File: src/rtl/dpc_pkg.sv
package dpc_pkg;

    typedef enum logic [1:0] {
        ST_IDLE = 2'd0,
        ST_REQ  = 2'd1,
        ST_WAIT = 2'd2,
        ST_EMIT = 2'd3
    } walk_state_e;

endpackage

File: src/rtl/dpc_byte_flip.sv
module dpc_byte_flip #(
    parameter int BLK_W = 128
) (
    input  logic [BLK_W-1:0] din,
    output logic [BLK_W-1:0] dout
);
    localparam int NBYTES = BLK_W / 8;

    // Pure wiring: bit order reversed inside every byte.
    for (genvar b = 0; b < NBYTES; b++) begin : g_byte
        for (genvar i = 0; i < 8; i++) begin : g_bit
            assign dout[8*b+i] = din[8*b+7-i];
        end
    end
endmodule

File: src/rtl/dpc_dp_detect.sv
module dpc_dp_detect #(
    parameter int BLK_W = 128,
    parameter int ZB_W  = $clog2(BLK_W + 1)
) (
    input  logic [BLK_W-1:0] point,
    input  logic [ZB_W-1:0]  zero_bits,
    output logic             hit
);
    logic [BLK_W-1:0] mask;

    // Mask covers the zero_bits most significant positions.
    for (genvar g = 0; g < BLK_W; g++) begin : g_mask
        assign mask[BLK_W-1-g] = (g < int'(zero_bits));
    end

    assign hit = ~|(point & mask);

    always_comb begin
        if (hit && (zero_bits != '0)) begin
            p_msb_clear_r4: assert (point[BLK_W-1] == 1'b0)
                else $error("distinguished point with MSB set");
        end
    end
endmodule

File: src/rtl/dpc_chain_walker.sv
module dpc_chain_walker
    import dpc_pkg::*;
#(
    parameter int BLK_W = 128,
    parameter int LEN_W = 16,
    parameter int ZB_W  = $clog2(BLK_W + 1)
) (
    input  logic             clk,
    input  logic             rst_n,
    input  logic             cfg_enable,
    input  logic [BLK_W-1:0] cfg_plaintext,
    input  logic [BLK_W-1:0] cfg_seed,
    input  logic [ZB_W-1:0]  cfg_zero_bits,
    input  logic [LEN_W-1:0] cfg_max_len,
    output logic             enc_req_valid,
    input  logic             enc_req_ready,
    output logic [BLK_W-1:0] enc_req_key,
    output logic [BLK_W-1:0] enc_req_text,
    input  logic             enc_rsp_valid,
    input  logic [BLK_W-1:0] enc_rsp_data,
    output logic             rec_valid,
    input  logic             rec_ready,
    output logic [BLK_W-1:0] rec_start,
    output logic [BLK_W-1:0] rec_end,
    output logic [LEN_W-1:0] rec_len,
    output logic             discard
);
    typedef struct packed {
        walk_state_e      state;
        logic [BLK_W-1:0] cnt;   // start value of the chain in flight
        logic [BLK_W-1:0] key;   // current point / end point
        logic [LEN_W-1:0] len;   // encryptions done in this chain
        logic             disc;
    } walk_regs_t;

    walk_regs_t r_d, r_q;

    logic [BLK_W-1:0] next_pt;
    logic             is_dp;
    logic [LEN_W-1:0] len_inc;
    logic [LEN_W-1:0] len_lim;
    logic             at_limit;
    logic [BLK_W-1:0] cnt_inc;

    dpc_byte_flip #(.BLK_W(BLK_W)) i_flip (
        .din  (enc_rsp_data),
        .dout (next_pt)
    );

    dpc_dp_detect #(.BLK_W(BLK_W), .ZB_W(ZB_W)) i_detect (
        .point     (next_pt),
        .zero_bits (cfg_zero_bits),
        .hit       (is_dp)
    );

    assign len_inc  = r_q.len + LEN_W'(1);
    assign len_lim  = (cfg_max_len == '0) ? LEN_W'(1) : cfg_max_len;
    assign at_limit = (len_inc >= len_lim);
    assign cnt_inc  = r_q.cnt + BLK_W'(1);

    always_comb begin
        r_d      = r_q;
        r_d.disc = 1'b0;
        unique case (r_q.state)
            ST_IDLE: begin
                if (cfg_enable) begin
                    r_d.cnt   = cfg_seed;
                    r_d.key   = cfg_seed;
                    r_d.len   = '0;
                    r_d.state = ST_REQ;
                end
            end
            ST_REQ: begin
                if (enc_req_ready) begin
                    r_d.state = ST_WAIT;
                end
            end
            ST_WAIT: begin
                if (enc_rsp_valid) begin
                    r_d.len = len_inc;
                    if (is_dp) begin
                        r_d.key   = next_pt;
                        r_d.state = ST_EMIT;
                    end else if (at_limit) begin
                        r_d.disc  = 1'b1;
                        r_d.cnt   = cnt_inc;
                        r_d.key   = cnt_inc;
                        r_d.len   = '0;
                        r_d.state = cfg_enable ? ST_REQ : ST_IDLE;
                    end else begin
                        r_d.key   = next_pt;
                        r_d.state = ST_REQ;
                    end
                end
            end
            ST_EMIT: begin
                if (rec_ready) begin
                    r_d.cnt   = cnt_inc;
                    r_d.key   = cnt_inc;
                    r_d.len   = '0;
                    r_d.state = cfg_enable ? ST_REQ : ST_IDLE;
                end
            end
            default: r_d.state = ST_IDLE;
        endcase
    end

    always_ff @(posedge clk or negedge rst_n) begin
        if (!rst_n) begin
            r_q.state <= ST_IDLE;
            r_q.cnt   <= '0;
            r_q.key   <= '0;
            r_q.len   <= '0;
            r_q.disc  <= 1'b0;
        end else begin
            r_q <= r_d;
        end
    end

    assign enc_req_valid = (r_q.state == ST_REQ);
    assign enc_req_key   = r_q.key;
    assign enc_req_text  = cfg_plaintext;
    assign rec_valid     = (r_q.state == ST_EMIT);
    assign rec_start     = r_q.cnt;
    assign rec_end       = r_q.key;
    assign rec_len       = r_q.len;
    assign discard       = r_q.disc;

    // request held until taken
    p_req_hold_r2: assert property (@(posedge clk) disable iff (!rst_n)
        enc_req_valid && !enc_req_ready |=> enc_req_valid && $stable(enc_req_key));

    // chain continues with a request in the next cycle
    p_reissue_r2: assert property (@(posedge clk) disable iff (!rst_n)
        (r_q.state == ST_WAIT) && enc_rsp_valid && !is_dp && !at_limit |=> enc_req_valid);

    // record held under backpressure
    p_rec_hold_r6: assert property (@(posedge clk) disable iff (!rst_n)
        rec_valid && !rec_ready |=> rec_valid && $stable(rec_start)
                                    && $stable(rec_end) && $stable(rec_len));

    // record length never beyond the limit
    p_len_bound_r7: assert property (@(posedge clk) disable iff (!rst_n)
        rec_valid |-> (rec_len != '0) && (rec_len <= len_lim));

    // discard never coincides with a record
    p_discard_norec_r7: assert property (@(posedge clk) disable iff (!rst_n)
        discard |-> !rec_valid);

    // next chain starts one above the recorded start
    p_next_chain_r8: assert property (@(posedge clk) disable iff (!rst_n)
        rec_valid && rec_ready && cfg_enable
        |=> enc_req_valid && (enc_req_key == $past(rec_start) + BLK_W'(1)));
endmodule

File: config.mk
export PLATFORM = sky130hd
export DESIGN_NAME = dpc_chain_walker
export DESIGN_NICKNAME = d
export VERILOG_FILES = /design/src/rtl/dpc_pkg.sv /design/src/rtl/dpc_byte_flip.sv /design/src/rtl/dpc_dp_detect.sv /design/src/rtl/dpc_chain_walker.sv
export SDC_FILE = /design/constraint.sdc
export NUM_CORES = 1
export LEC_CHECK = 0
export BUFFER_PORTS_ARGS = -buffer_cell sky130_fd_sc_hd__buf_2
export CAP_MARGIN = 40
export CORE_AREA = 10 10 360 362
export DETAILED_ROUTE_END_ITERATION = 6
export DIE_AREA = 0 0 370 372
export GPL_TIMING_DRIVEN = 0
export SETUP_SLACK_MARGIN = 0.05
export SLEW_MARGIN = 40
export SYNTH_ARGS = -nofsm -noshare
export SYNTH_HDL_FRONTEND = slang
export SYNTH_SLANG_ARGS = --single-unit
File: constraint.sdc
create_clock -name clk -period 12.5 [get_ports clk]
set_clock_uncertainty 0.05 [all_clocks]
set_input_delay 1.875 -clock clk [delete_from_list [all_inputs] [get_ports clk]]
set_output_delay 1.875 -clock clk [all_outputs]
set_load 0.02 [all_outputs]
==> flow_summary_export.csv <==
group,metric,value,unit
global_routing,antenna_found_initial,146,
routing,first_iter_violations,2898,
power_and_ir_drop,swShare,54.3,%
timing,maxSlewHeadroom,28.2,%
power_and_ir_drop,power_density,281,nW/um2
logic_synthesis,synth_top_family_by_area,"buffers and inverters",
clock_network,cts_buffer_depth,3,
floorplanning,dieArea,138000,um2
logic_synthesis,synth_edf_count,0,
power_and_ir_drop,sequentialPowerShare,22.7,%
critical_path,cp_slowest_stage_delay,0.82,ns
logic_synthesis,ys_top_cells_by_area,"dfrtp_1, buf_4, o21ai_0, nor2_1, nand2_1",
logic_synthesis,syn_avg_cell_area,7.60,um2
timing,finalSetupViolCount,0,
timing,whs,0.496,ns
cells_and_area,multi_input_area,11800,um2
clock_network,cts-buffers-inserted,40,
cells_and_area,syn_to_final_growth,34.1,%
power_and_ir_drop,p_switching,4840,uW
logic_synthesis,synthesis.area,23600,um2
critical_path,cp-end-kind,"register",
critical_path,crit_family,"compound AO/OA/AOI/OAI gates",
routing,via_per_inst,5.03,
logic_synthesis,ys_types,76,
cells_and_area,drive_above_1_share,39.0,%
power_and_ir_drop,p_leak,0.0146,uW
timing,tightest_slew,1.07,ns
global_routing,grt.total_usage,25.3,%
logic_synthesis,synth_fp_nets,3539,
clock_network,cts_tree,"yes",
routing,post-route-drc-count,2,
clock_network,post_cts_buffers,0,
routing,vias,28600,
floorplanning,die_width,370,um
floorplanning,rows,129,
critical_path,crit_type,"in2reg",
floorplanning,ioPinCount,945,
timing,fin_crit_sh,53.0,%
global_routing,grt-ovfl-total,0,
logic_synthesis,ys_async_sr_fraction,100,%
critical_path,critical_path.slowest_cell,"or4_1",
power_and_ir_drop,irDropWorstVdd,0.119,mV
floorplanning,start_util,19.3,%
floorplanning,die_height,372,um
logic_synthesis,synth_seq_cells,275,
logic_synthesis,yosysWarnings,0,
routing,wl_per_cell,32.7,um
timing,clock.fmax,151,MHz
cells_and_area,nets,4410,
global_routing,grt_max_degree,65,
floorplanning,core-area,123000,um2
outcome,violations,"DRC",
critical_path,cp_cell_sequence,"buf_2, buf_2, or4_1, o21ai_0, nand4_1, nor3_1, o2111ai_1, a2111oi_4, a221o_2, buf_4, buf_4, buf_2, nand2_1, o21ai_0",
critical_path,start_kind,"input pin",
logic_synthesis,synth.area.mux_share,0.779,%
logic_synthesis,synthSimpleGateAreaFrac,20.7,%
job,maxCapViolations,0,
clock_network,clkTransAtPathRegs,0.06,ns
critical_path,crit_top_cell,"buf_2",
clock_network,htreeDepth,2,
logic_synthesis,yosysSeqAreaShare,29.1,%
power_and_ir_drop,p_clk_share,14.5,%
routing,dr.pass1.iters,7,
power_and_ir_drop,internal-power,4070,uW
timing,hold_viol_final,0,
routing,antenna_left,0,
clock_network,clk_latency,0.61,ns
cells_and_area,regArea,6880,um2
logic_synthesis,synth_fa_ha_area_share,1.04,%
logic_synthesis,synth_xor_area_share,5.19,%
critical_path,cp.buffers_inverters,5,
clock_network,cts_resized,0,
clock_network,clock-sinks,275,
timing,tns,0,ns
cells_and_area,num-fill-cells,13700,
critical_path,worstPathMaxFanout,10,
place,dp_hpwl,154,mm
global_routing,grt_pass1_vias,27500,
critical_path,worst-endpoint-arrival,7.09,ns
global_routing,grt_first_pass_wirelength,240,mm
timing,rsz0062_at_grt,"false",
worst_hold_path,hold_class,"reg2reg",
logic_synthesis,synth_compound_area_share,21.6,%
logic_synthesis,yosysTopAreaCellShare,29.1,%
outcome,status,"complete, but fails checks",
timing,fin_crit,6.62,ns
critical_path,cp_data_required_time,12.97,ns
place,place_congestion,0.973,
clock_network,clock-root-buffer,"clkbuf_16",
logic_synthesis,synth_cells,3107,
clock_network,cts_hold_buffers,0,
logic_synthesis,ys.flop_type,"dfrtp_1",
logic_synthesis,yosys.area.top_type,"dfrtp_1",
power_and_ir_drop,power_frac_comb,62.8,%
timing,slew_viol_final,0,
place,io_buffers,815,
routing,routed_wirelength,186,mm
==> through the flow <==
| step | util [%] | setup slack [ns] | total power (uW) | cells | instance area (um2) |
|---|---|---|---|---|---|
| 2_1_floorplan | - | 7.38 | 5030 | 3107 | 23600 |
| 4_1_cts | 25.7 | 6.12 | 8860 | 5644 | 31500 |
| 3_5_place_dp | 24.6 | 5.51 | 7560 | 5571 | 30100 |
| 5_1_grt | 25.8 | 5.98 | 9270 | 5664 | 31600 |
| 6_report | 25.8 | 5.88 | 8910 | 5685 | 31700 |
| 3_3_place_gp | 24.2 | 3.30 | 7470 | 5559 | 29700 |
==> per-layer routing <==
metal  wire length (um)  GRT usage [%]
met5                552              0
met4              12500           14.3
met3              21400           10.7
met2              83900           40.6
met1              67600           28.0
==> final timing paths <==
path,slack (ns),endpoint,cells past startpoint,startpoint
max in group asynchronous,10.09,rec_start[45]$_DFFE_PN0P_,3,rst_n
worst min-delay path,0.50,enc_req_key[78]$_DFFE_PN0P_,2,enc_req_key[78]$_DFFE_PN0P_
min in group asynchronous,1.18,enc_req_key[101]$_DFFE_PN0P_,1,rst_n
worst max-delay path,5.88,rec_start[90]$_DFFE_PN0P_,14,cfg_zero_bits[3]
worst max register to register,6.56,enc_req_key[20]$_DFFE_PN0P_,19,rec_len[2]$_DFFE_PN0P_
worst min register to register,0.50,enc_req_key[78]$_DFFE_PN0P_,2,enc_req_key[78]$_DFFE_PN0P_
==> worst min-delay path: cells and delay by family (launching register included) <==
kind	cells	cell delay, ns
DFF	1	0.38
and+or+nand+nor	1	0.07
AOI/OAI and AO/OA	1	0.07
==> layout make-up <==
cell class	instances	area share, %
Timing Repair Buffer	829	13.7
Sequential cell	275	21.7
Clock buffer	52	3.59
Antenna cell	39	0.308
Multi-Input combinational cell	2026	37.1
Inverter	87	1.03
Buffer	719	15.2
Clock inverter	21	0.873
Tap cell	1637	6.47
==> power groups by stage <==
| stage | logic (uW) | clock network (uW) | registers [uW] |
|---|---|---|---|
| floorplan | 3380 | 0 | 1640 |
| global placement | 5440 | 0 | 2020 |
| detailed placement | 5530 | 0 | 2030 |
| CTS | 5550 | 1290 | 2020 |
| global route | 5880 | 1320 | 2070 |
| finish | 5600 | 1290 | 2030 |
==> kinds of logic (layout without fill, tap and decap cells) <==
logic type      count (synthesis)  in the layout
compound gates                830            830
other cells                     0             39
fa+ha+maj                      20             20
simple gates                 1018           1018
xor+xnor                      140            140
mux                            18             18
flops                         275            275
buf+inv                       806           1708
==> cells in the final DEF (no fill, tap or decap), types with 18 or more instances in the layout <==
cell type    n
a21o_1      18
a21oi_1    161
a31oi_1     89
and3_1      37
buf_2      861
buf_4      541
clkbuf_1    98
clkbuf_16   41
clkbuf_2    39
dfrtp_1    275
diode_2     39
ha_1        18
inv_1       87
nand2_1    226
nand2b_1    26
nand3_1     78
nand4_1     61
nor2_1     345
nor2b_1     81
nor3_1      52
nor4_1      28
o211ai_1    20
o21ai_0    325
o22ai_1     29
o31a_1      18
xnor2_1     79
xor2_1      61
==> synthesized netlist by cell type, drive strengths merged (78+ instances only) <==
master  count
buf       586
nor2      345
o21ai     333
dfrtp     275
nand2     227
a21oi     162
clkbuf    133
a31oi      90
inv        87
nor2b      81
xnor2      79
nand3      78
==> flip-flops by register name, indices dropped and copies added, names as in the netlist <==
register and flops:
discard 1, rec_len 16, enc_req_key 128, rec_start 128, r_q 2
Note: power is estimated with default switching activity, not from simulation.
